$ cat config.mk
export PLATFORM = sky130hd
export DESIGN_NAME = tile_pipe_ctrl
export DESIGN_NICKNAME = d
export VERILOG_FILES = /design/src/rtl/tile_pipe_pkg.sv /design/src/rtl/tpc_stage.sv /design/src/rtl/tpc_layer.sv /design/src/rtl/tile_pipe_ctrl.sv
export SDC_FILE = /design/constraint.sdc
export NUM_CORES = 1
export LEC_CHECK = 0
export BUFFER_PORTS_ARGS = -buffer_cell sky130_fd_sc_hd__clkbuf_2
export CAP_MARGIN = 40
export CORE_ASPECT_RATIO = 0.6
export CORE_UTILIZATION = 52
export DETAILED_ROUTE_END_ITERATION = 12
export GPL_TIMING_DRIVEN = 0
export PLACE_DENSITY = 0.74
export SYNTH_ARGS = -nofsm -noshare
export SYNTH_HDL_FRONTEND = slang
export SYNTH_HIERARCHICAL = 1
export SYNTH_SLANG_ARGS = --single-unit
$ cat constraint.sdc
create_clock -name clk_i -period 3.1 [get_ports clk_i]
set_clock_uncertainty 0.1 [all_clocks]
set_input_delay 0.31 -clock clk_i [delete_from_list [all_inputs] [get_ports clk_i]]
set_output_delay 0.31 -clock clk_i [all_outputs]
set_load 0.02 [all_outputs]
$ cat src/rtl/tile_pipe_pkg.sv
package tile_pipe_pkg;

    localparam int NSTG = 5;

    typedef enum logic [2:0] {
        ST_LOAD = 3'd0,
        ST_DW   = 3'd1,
        ST_PW   = 3'd2,
        ST_POOL = 3'd3,
        ST_WB   = 3'd4
    } stage_e;

    typedef enum logic {
        LY_IDLE = 1'b0,
        LY_RUN  = 1'b1
    } layer_st_e;

    // Number of tiles the buffer downstream of a stage can hold.
    function automatic int unsigned buf_slots(input int s);
        case (s)
            int'(ST_LOAD): buf_slots = 2;
            int'(ST_DW):   buf_slots = 1;
            int'(ST_PW):   buf_slots = 1;
            int'(ST_POOL): buf_slots = 2;
            default:       buf_slots = 0;
        endcase
    endfunction

endpackage

$ cat src/rtl/tpc_stage.sv
module tpc_stage #(
    parameter int CW = 8
) (
    input  logic          clk_i,
    input  logic          rst_i,
    input  logic          clear_i,
    input  logic          go_i,
    input  logic          done_i,
    output logic          start_o,
    output logic          busy_o,
    output logic [CW-1:0] issued_o,
    output logic [CW-1:0] completed_o,
    output logic [CW-1:0] tile_o,
    output logic          bank_o
);
    logic          start_q;
    logic          busy_q;
    logic [CW-1:0] issued_q;
    logic [CW-1:0] completed_q;
    logic [CW-1:0] tile_q;

    always_ff @(posedge clk_i) begin
        if (rst_i || clear_i) begin
            start_q     <= 1'b0;
            busy_q      <= 1'b0;
            issued_q    <= '0;
            completed_q <= '0;
            tile_q      <= '0;
        end else begin
            start_q <= go_i;
            if (go_i) begin
                busy_q   <= 1'b1;
                tile_q   <= issued_q;
                issued_q <= issued_q + CW'(1);
            end else if (done_i && busy_q) begin
                busy_q      <= 1'b0;
                completed_q <= completed_q + CW'(1);
            end
        end
    end

    assign start_o     = start_q;
    assign busy_o      = busy_q;
    assign issued_o    = issued_q;
    assign completed_o = completed_q;
    assign tile_o      = tile_q;
    assign bank_o      = tile_q[0];
endmodule

$ cat src/rtl/tpc_layer.sv
module tpc_layer
    import tile_pipe_pkg::*;
#(
    parameter int CW = 8
) (
    input  logic          clk_i,
    input  logic          rst_i,
    input  logic          start_i,
    input  logic [CW-1:0] count_i,
    input  logic          wb_fire_i,
    input  logic [CW-1:0] wb_completed_i,
    output logic          running_o,
    output logic [CW-1:0] count_o,
    output logic          accept_o,
    output logic          done_o
);
    layer_st_e     st_q;
    logic [CW-1:0] count_q;
    logic          done_q;
    logic          last_tile;

    assign accept_o  = start_i && (st_q == LY_IDLE);
    assign last_tile = (st_q == LY_RUN) && wb_fire_i &&
                       ((wb_completed_i + CW'(1)) == count_q);

    always_ff @(posedge clk_i) begin
        if (rst_i) begin
            st_q    <= LY_IDLE;
            count_q <= '0;
            done_q  <= 1'b0;
        end else begin
            done_q <= 1'b0;
            case (st_q)
                LY_IDLE: begin
                    if (start_i) begin
                        if (count_i == '0) begin
                            done_q <= 1'b1;
                        end else begin
                            st_q    <= LY_RUN;
                            count_q <= count_i;
                        end
                    end
                end
                default: begin
                    if (last_tile) begin
                        done_q <= 1'b1;
                        st_q   <= LY_IDLE;
                    end
                end
            endcase
        end
    end

    assign running_o = (st_q == LY_RUN);
    assign count_o   = count_q;
    assign done_o    = done_q;
endmodule

$ cat src/rtl/tile_pipe_ctrl.sv
module tile_pipe_ctrl
    import tile_pipe_pkg::*;
#(
    parameter int TILE_W = 8
) (
    input  logic                               clk_i,
    input  logic                               rst_i,
    input  logic                               layer_start_i,
    input  logic [TILE_W-1:0]                  tile_count_i,
    output logic                               layer_busy_o,
    output logic                               layer_done_o,
    output logic [NSTG-1:0]                    stage_start_o,
    input  logic [NSTG-1:0]                    stage_done_i,
    output logic [NSTG-1:0][TILE_W-1:0]        stage_tile_o,
    output logic [NSTG-1:0]                    stage_bank_o
);
    localparam int LAST = int'(ST_WB);

    logic [TILE_W-1:0] issued    [NSTG];
    logic [TILE_W-1:0] completed [NSTG];
    logic [NSTG-1:0]   stage_busy;
    logic [NSTG-1:0]   go;
    logic              running;
    logic              accept;
    logic [TILE_W-1:0] count_q;

    tpc_layer #(.CW(TILE_W)) u_layer (
        .clk_i          (clk_i),
        .rst_i          (rst_i),
        .start_i        (layer_start_i),
        .count_i        (tile_count_i),
        .wb_fire_i      (stage_done_i[LAST] && stage_busy[LAST]),
        .wb_completed_i (completed[LAST]),
        .running_o      (running),
        .count_o        (count_q),
        .accept_o       (accept),
        .done_o         (layer_done_o)
    );

    for (genvar s = 0; s < NSTG; s++) begin : g_stage
        localparam logic [TILE_W-1:0] SLOTS = TILE_W'(buf_slots(s));
        logic pred_ok;
        logic room_ok;

        if (s == 0) begin : g_head
            assign pred_ok = 1'b1;
        end else begin : g_follow
            assign pred_ok = completed[s-1] > issued[s];
        end

        if (s == NSTG - 1) begin : g_tail
            assign room_ok = 1'b1;
        end else begin : g_feed
            assign room_ok = (issued[s] - completed[s+1]) < SLOTS;
        end

        assign go[s] = running && !stage_busy[s] && (issued[s] < count_q) &&
                       pred_ok && room_ok;

        tpc_stage #(.CW(TILE_W)) u_stage (
            .clk_i       (clk_i),
            .rst_i       (rst_i),
            .clear_i     (accept),
            .go_i        (go[s]),
            .done_i      (stage_done_i[s]),
            .start_o     (stage_start_o[s]),
            .busy_o      (stage_busy[s]),
            .issued_o    (issued[s]),
            .completed_o (completed[s]),
            .tile_o      (stage_tile_o[s]),
            .bank_o      (stage_bank_o[s])
        );
    end

    assign layer_busy_o = running;
endmodule

==> impl_metrics.sql, run 1 <==
INSERT INTO impl_metrics (metric_group, metric, value, unit) VALUES
('status', 'result_of_the_run', 'complete, but fails checks', ''),
('status', 'violations_in_the_final_reports', 'setup timing', ''),
('placement', 'place.detailed.instances', '1309', ''),
('placement', 'dp_hpwl', '16050', 'um'),
('sta', 'worst_slack', '-0.1028', 'ns'),
('layout', 'finish.cell_count_without_fillers', '1367', ''),
('synth', 'seq_area_frac_synth', '0.3191', ''),
('routing', 'vias_per_cell', '5.755', ''),
('sta', 'rsz0062_at_grt', 'true', ''),
('die', 'number_of_top_level_pins', '68', ''),
('critical_path', 'required', '3.35', 'ns'),
('sta', 'final-hold-violation-count', '0', ''),
('layout', 'fillCellCount', '1340', ''),
('synth', 'flops_latches_synth', '140', ''),
('layout', 'finish.utilization', '0.6520', ''),
('critical_path', 'worst-path-max-fanout', '3', ''),
('synth', 'synthesized_area', '8782', 'um2'),
('hold_path', 'timing.hold.worst.class', 'input port to flop', ''),
('cts', 'cts-root-to-sink-buffers', '2', ''),
('critical_path', 'end_kind', 'flop', ''),
('critical_path', 'cell_with_the_largest_stage_delay_on_the_worst_path', 'sky130_fd_sc_hd__fa_1', ''),
('die', 'dieArea', '17430', 'um2'),
('cts', 'cts-htree-levels', '4', ''),
('cts', 'cts_made_buffers', '17', ''),
('routing', 'first_iter_violations', '585', ''),
('layout', 'seq_area', '2875', 'um2'),
('die', 'die_h', '102.7', 'um'),
('cts', 'cts_tree', 'done', ''),
('sta', 'final_period_minus_worst_setup_slack', '3.203', 'ns'),
('cts', 'cts_hold_repair.buffers', '0', ''),
('power', 'power_density', '410.6', 'nW/um2'),
('layout', 'final_layout_size_suffix_gt1_frac', '0.2186', ''),
('layout', 'syn_to_final_growth', '21.38', '%'),
('routing', 'routed-via-count', '7867', ''),
('global_routing', 'grt_antenna_before_repair', '0', ''),
('sta', 'fmaxAchievable', '312.2', 'MHz'),
('cts', 'clock_latency', '0.42', 'ns'),
('synth', 'synth.net_count', '1137', ''),
('critical_path', 'cp_cell_sequence', 'nand2b_4 > fa_1 > xnor2_1 > o211ai_1 > a311oi_1 > nand4_1 > a2111oi_4 > buf_6 > buf_6 > nand4_1 > or3_1 > a21oi_1', ''),
('synth', 'syn-instance-count', '1013', ''),
('sta', 'setup_total_negative_slack', '-0.1894', 'ns'),
('global_routing', 'overflow', '0', ''),
('cts', 'worst_setup_hold_path_clk_slew', '0.06', 'ns'),
('synth', 'synth-edff-count', '0', ''),
('sta', 'worst-slew-pin-transition', '0.6867', 'ns'),
('die', 'floorplan.initialDensity', '0.5371', ''),
('layout', 'layout_common_cells', 'sky130_fd_sc_hd__dfxtp_1, sky130_fd_sc_hd__nor2_1, sky130_fd_sc_hd__ha_1', ''),
('layout', 'finalInstanceArea', '10660', 'um2'),
('die', 'design.core.area', '16350', 'um2'),
('sta', 'finalHoldWorstSlack', '0.02016', 'ns'),
('synth', 'syn-mean-instance-area', '8.669', 'um2'),
('power', 'p_leak', '4.136', 'nW'),
('placement', 'detailed_place.area', '9418', 'um2'),
('run', 'timing.max_cap.violations', '0', ''),
('die', 'core.rowCount', '36', ''),
('sta', 'final_max_slew_violation_count', '0', ''),
('global_routing', 'grt_max_degree', '17', ''),
('routing', 'drt_first_pass_iters', '5', ''),
('cts', 'ctsRootBufferMaster', 'sky130_fd_sc_hd__clkbuf_16', ''),
('critical_path', 'worst_ep_arrival_time', '3.45', 'ns'),
('routing', 'detail-route-antenna-nets', '0', ''),
('critical_path', 'worstRegToRegCells', '12', ''),
('placement', 'routabilityCongestion', '0.9089', ''),
('global_routing', 'number_of_global_route_vias_before_repair', '7072', ''),
('layout', 'finish.net_count', '1250', ''),
('critical_path', 'cp_slowest_stage_delay', '0.44', 'ns'),
('routing', 'postRouteWirelength', '23920', 'um'),
('sta', 'max-slew-margin-rel', '0.5422', ''),
('layout', 'layout.cells.most_common', 'sky130_fd_sc_hd__dfxtp_1', ''),
('synth', 'synth_top_flop_cell', 'sky130_fd_sc_hd__dfxtp_1', ''),
('sta', 'total_setup_violations_reported_at_the_end_of_the_flow', '4', '');
[cells in the mapped netlist (all sizes together), types with 7 or more instances]
| cell | n | area share |
|---|---|---|
| dfxtp | 140 | 0.32 |
| ha | 104 | 0.15 |
| nor2 | 103 | 0.044 |
| a21oi | 86 | 0.049 |
| inv | 77 | 0.033 |
| nand2 | 70 | 0.030 |
| mux2i | 51 | 0.058 |
| o21ai | 40 | 0.024 |
| xor2 | 31 | 0.032 |
| nand4 | 30 | 0.021 |
| nand3 | 26 | 0.015 |
| or3 | 25 | 0.018 |
| xnor2 | 20 | 0.020 |
| or4 | 17 | 0.015 |
| buf | 16 | 0.014 |
| clkbuf | 16 | 0.0068 |
| o31ai | 15 | 0.013 |
| nand2b | 12 | 0.0085 |
| nand3b | 11 | 0.017 |
| a211oi | 9 | 0.0077 |
| a21o | 9 | 0.0077 |
| and2 | 9 | 0.0064 |
| nor3 | 9 | 0.0051 |
| nor2b | 7 | 0.0050 |
| o211ai | 7 | 0.0060 |
[layer usage]
layer  part of all wire  wire length, um  track usage  up-vias
li1                   -                -            -     3869
met1               0.48            11550       0.4050     3670
met2               0.42             9999       0.3956      298
met3              0.087             2091      0.05758       30
met4              0.012              281      0.07762        0
met5                  0                0            0        -
[state kept, by name, indices dropped and copies added (netlist names)]
name	flops
g_stage.u_stage/completed_o	40
g_stage.u_stage/issued_o	40
g_stage.u_stage/tile_o	40
u_layer/count_o	8
g_stage.u_stage/busy_o	5
g_stage.u_stage/start_o	5
u_layer/done_o	1
u_layer/running_o	1
[report_power, final]
group	switching [mW]	internal [mW]	leakage, nW
registers	0.0308	1.81	1.15
logic	0.246	0.163	2.71
clock network	0.855	1.28	0.274
total	1.13	3.25	4.14
[final cells by class]
class / instances / area share
Buffer: 30 / 0.01854
Clock buffer: 20 / 0.04096
Clock inverter: 12 / 0.01526
Inverter: 77 / 0.02770
Multi-Input combinational cell: 764 / 0.5444
Sequential cell: 140 / 0.2697
Tap cell: 228 / 0.02676
Timing Repair Buffer: 96 / 0.05669
[critical path: cells and delay by family, from the launching register on]
kind	cells	cell delay (ns)
AOI/OAI and AO/OA	4	0.93
xor gates and xnor gates	1	0.19
adders and majority gates	1	0.44
buffers and inverters	2	0.25
DFF	1	0.36
and+or+nand+nor	4	0.85
[cell families after synthesis]
family,after synthesis,share of synthesized area
multiplexers,52,0.05941
flip-flops,140,0.3191
AO/OA/AOI/OAI,204,0.1452
XOR/XNOR,51,0.05172
adder cells (fa/ha/maj),108,0.1573
AND/OR/NAND/NOR,349,0.2134
buffers and inverters,109,0.05385
[what timing repair did]
| action | in CTS | in global routing |
|---|---|---|
| buffers inserted | 17 | 13 |
| cloned | 0 | 1 |
| gates resized for setup | 51 | 80 |
| setup endpoints to repair | 72 | 78 |
| pin swaps | 28 | 32 |
[worst paths after layout]
path / startpoint / endpoint / slack [ns]
max reg2reg: g_stage[3].u_stage/issued_o[0]$_SDFFE_PP0P_ / g_stage[3].u_stage/issued_o[6]$_SDFFE_PP0P_ / -0.10
min reg2reg: g_stage[3].u_stage/tile_o[4]$_SDFFE_PP0P_ / g_stage[3].u_stage/tile_o[4]$_SDFFE_PP0P_ / 0.39
max: g_stage[3].u_stage/issued_o[0]$_SDFFE_PP0P_ / g_stage[3].u_stage/issued_o[6]$_SDFFE_PP0P_ / -0.10
min: tile_count_i[3] / u_layer/count_o[3]$_SDFFE_PP0P_ / 0.02
Power figures use the tool's default switching activity.
==> run 2: changes to the inputs <==
--- a/config.mk
+++ b/config.mk
@@ -10,7 +10,6 @@
 export CORE_ASPECT_RATIO = 0.6
 export CORE_UTILIZATION = 52
 export DETAILED_ROUTE_END_ITERATION = 12
-export GPL_TIMING_DRIVEN = 0
 export PLACE_DENSITY = 0.74
 export SYNTH_ARGS = -nofsm -noshare
 export SYNTH_HDL_FRONTEND = slang
==> impl_metrics.sql, run 2 (synthesized netlist as in run 1, its figures left out) <==
INSERT INTO impl_metrics (metric_group, metric, value, unit) VALUES
('power', 'p_leak', '4.254', 'nW'),
('routing', 'first_iter_violations', '666', ''),
('sta', 'final-hold-violation-count', '0', ''),
('die', 'die_h', '102.7', 'um'),
('routing', 'detail-route-antenna-nets', '0', ''),
('die', 'floorplan.initialDensity', '0.5371', ''),
('sta', 'final_max_slew_violation_count', '0', ''),
('routing', 'routed_wire_length_per_instance', '16.90', 'um'),
('die', 'number_of_top_level_pins', '68', ''),
('global_routing', 'number_of_global_route_vias_before_repair', '7342', ''),
('layout', 'fillCellCount', '1364', ''),
('cts', 'cts-root-to-sink-buffers', '2', ''),
('die', 'chipWidth', '169.8', 'um'),
('cts', 'cts_hold_repair.buffers', '0', ''),
('placement', 'routabilityCongestion', '0.9301', ''),
('global_routing', 'grt_pass1_wl', '37430', 'um'),
('power', 'power_density', '394.1', 'nW/um2'),
('critical_path', 'end_kind', 'flop', ''),
('sta', 'layout_worst_path_cycle_share', '0.9997', ''),
('layout', 'finalInstanceArea', '10630', 'um2'),
('global_routing', 'track_usage', '0.2742', ''),
('cts', 'worst_setup_hold_path_clk_slew', '0.07', 'ns'),
('routing', 'vias_per_cell', '5.713', ''),
('global_routing', 'grt_max_degree', '26', ''),
('die', 'dieArea', '17430', 'um2'),
('cts', 'clock_latency', '0.42', 'ns'),
('routing', 'drcViolationCount', '0', ''),
('layout', 'syn_to_final_growth', '21.01', '%'),
('critical_path', 'worst-path-max-fanout', '4', ''),
('sta', 'max-slew-margin-rel', '0.6460', ''),
('cts', 'ctsRootBufferMaster', 'sky130_fd_sc_hd__clkbuf_16', ''),
('cts', 'cts_tree', 'done', ''),
('power', 'p_total', '4.188', 'mW'),
('cts', 'cts.sink_count', '140', ''),
('status', 'result_of_the_run', 'finished, final reports clean', ''),
('layout', 'layout.cells.most_common', 'sky130_fd_sc_hd__dfxtp_1', ''),
('sta', 'worst_slack', '0.0008080', 'ns'),
('global_routing', 'grt_antenna_before_repair', '0', ''),
('hold_path', 'timing.hold.worst.class', 'input port to flop', ''),
('sta', 'total_setup_violations_reported_at_the_end_of_the_flow', '0', ''),
('layout', 'seq_area', '2814', 'um2'),
('sta', 'fmaxAchievable', '322.7', 'MHz'),
('critical_path', 'worst_setup_path_start_kind', 'flop', ''),
('cts', 'cts_made_buffers', '17', ''),
('placement', 'dp_hpwl', '16670', 'um'),
('sta', 'worst-slew-pin-transition', '0.5254', 'ns'),
('power', 'irDropWorstVdd', '0.0002775', 'V'),
('global_routing', 'overflow', '0', ''),
('placement', 'place.port_buffers', '67', ''),
('layout', 'finish.utilization', '0.6500', ''),
('critical_path', 'setup.reg_to_reg.worst_slack', '0.0008', 'ns'),
('placement', 'dp_slack', '0.008597', 'ns'),
('layout', 'multi_input_comb_area', '5707', 'um2'),
('sta', 'rsz0062_at_grt', 'true', ''),
('critical_path', 'worst_ep_arrival_time', '3.35', 'ns'),
('routing', 'routed-via-count', '7936', ''),
('routing', 'postRouteWirelength', '23480', 'um'),
('layout', 'layout_common_cells', 'sky130_fd_sc_hd__dfxtp_1, sky130_fd_sc_hd__nor2_1, sky130_fd_sc_hd__ha_1', ''),
('sta', 'finalHoldWorstSlack', '0.01750', 'ns'),
('die', 'design.core.area', '16350', 'um2'),
('cts', 'cts-htree-levels', '4', ''),
('die', 'core.rowCount', '36', ''),
('routing', 'drt_first_pass_iters', '5', ''),
('sta', 'final_period_minus_worst_setup_slack', '3.099', 'ns'),
('run', 'timing.max_cap.violations', '0', ''),
('critical_path', 'timing_worst_setup_path_type', 'flop to flop', ''),
('critical_path', 'required', '3.35', 'ns'),
('layout', 'finish.net_count', '1272', ''),
('layout', 'diodes', '0', ''),
('layout', 'final_layout_size_suffix_gt1_frac', '0.2102', ''),
('placement', 'detailed_place.area', '9764', 'um2');
[run 2: cell count changes in the layout (fill, tap and decap cells not counted), sizes merged]
cell / before / now
clkinvlp: 6 / 5
clkinv: 0 / 3
clkbuf: 104 / 87
buf: 42 / 81
bufinv: 3 / 1
[run 2: per-stage QoR]
stage | std cells | setup TNS (ns)
global route | 1389 | -0.6591
CTS | 1382 | -0.1262
detailed placement | 1343 | 0
floorplan | 1013 | 0
global placement | 1343 | 0
finish | 1389 | 0
[run 2: worst paths after layout]
check / start / to / cells after the start
max: g_stage[3].u_stage/issued_o[0]$_SDFFE_PP0P_ / g_stage[3].u_stage/issued_o[7]$_SDFFE_PP0P_ / 11
min: tile_count_i[1] / u_layer/count_o[1]$_SDFFE_PP0P_ / 3
max reg2reg: g_stage[3].u_stage/issued_o[0]$_SDFFE_PP0P_ / g_stage[3].u_stage/issued_o[7]$_SDFFE_PP0P_ / 11
min reg2reg: u_layer/count_o[6]$_SDFFE_PP0P_ / u_layer/count_o[6]$_SDFFE_PP0P_ / 2
[run 2: report_power, final]
group          switching, mW  leakage (nW)  internal (mW)  total [mW]
Combinational          0.231          2.87          0.151       0.383
Clock                  0.854         0.254           1.11        1.97
Sequential            0.0230          1.13           1.82        1.84
Total                   1.11          4.25           3.08        4.19
[run 2: critical path, stage by stage, from the launching register on]
cell and delay, ns:
sky130_fd_sc_hd__dfxtp_1 0.31, sky130_fd_sc_hd__nand2b_4 0.15, sky130_fd_sc_hd__fa_1 0.47, sky130_fd_sc_hd__nor4b_2 0.25, sky130_fd_sc_hd__nand3_1 0.13, sky130_fd_sc_hd__a211oi_2 0.22
sky130_fd_sc_hd__nand4_1 0.17, sky130_fd_sc_hd__a2111oi_4 0.33, sky130_fd_sc_hd__buf_4 0.19, sky130_fd_sc_hd__nand3_4 0.07, sky130_fd_sc_hd__or4_4 0.52, sky130_fd_sc_hd__a21oi_2 0.12
[run 2: final cells by class]
cell class                      instances  area share
Multi-Input combinational cell        764      0.5370
Sequential cell                       140      0.2648
Timing Repair Buffer                  148     0.09218
Clock buffer                           20     0.04109
Inverter                               77     0.02720
Tap cell                              228     0.02684
Clock inverter                         12     0.01095
[run 2: repair_timing]
item / 4_1_cts / 5_1_grt
resized for setup: 11 / 40
setup endpoints to repair: 5 / 52
buffers inserted: 7 / 7
pin swaps: 16 / 27
[run 2: per-layer routing]
layer  up-vias  share of wire  GRT usage
met4         0          0.014    0.08177
met3        37          0.063    0.03839
met5         -              0          0
li1       3891              -          -
met1      3729           0.50     0.4065
met2       279           0.42     0.4114
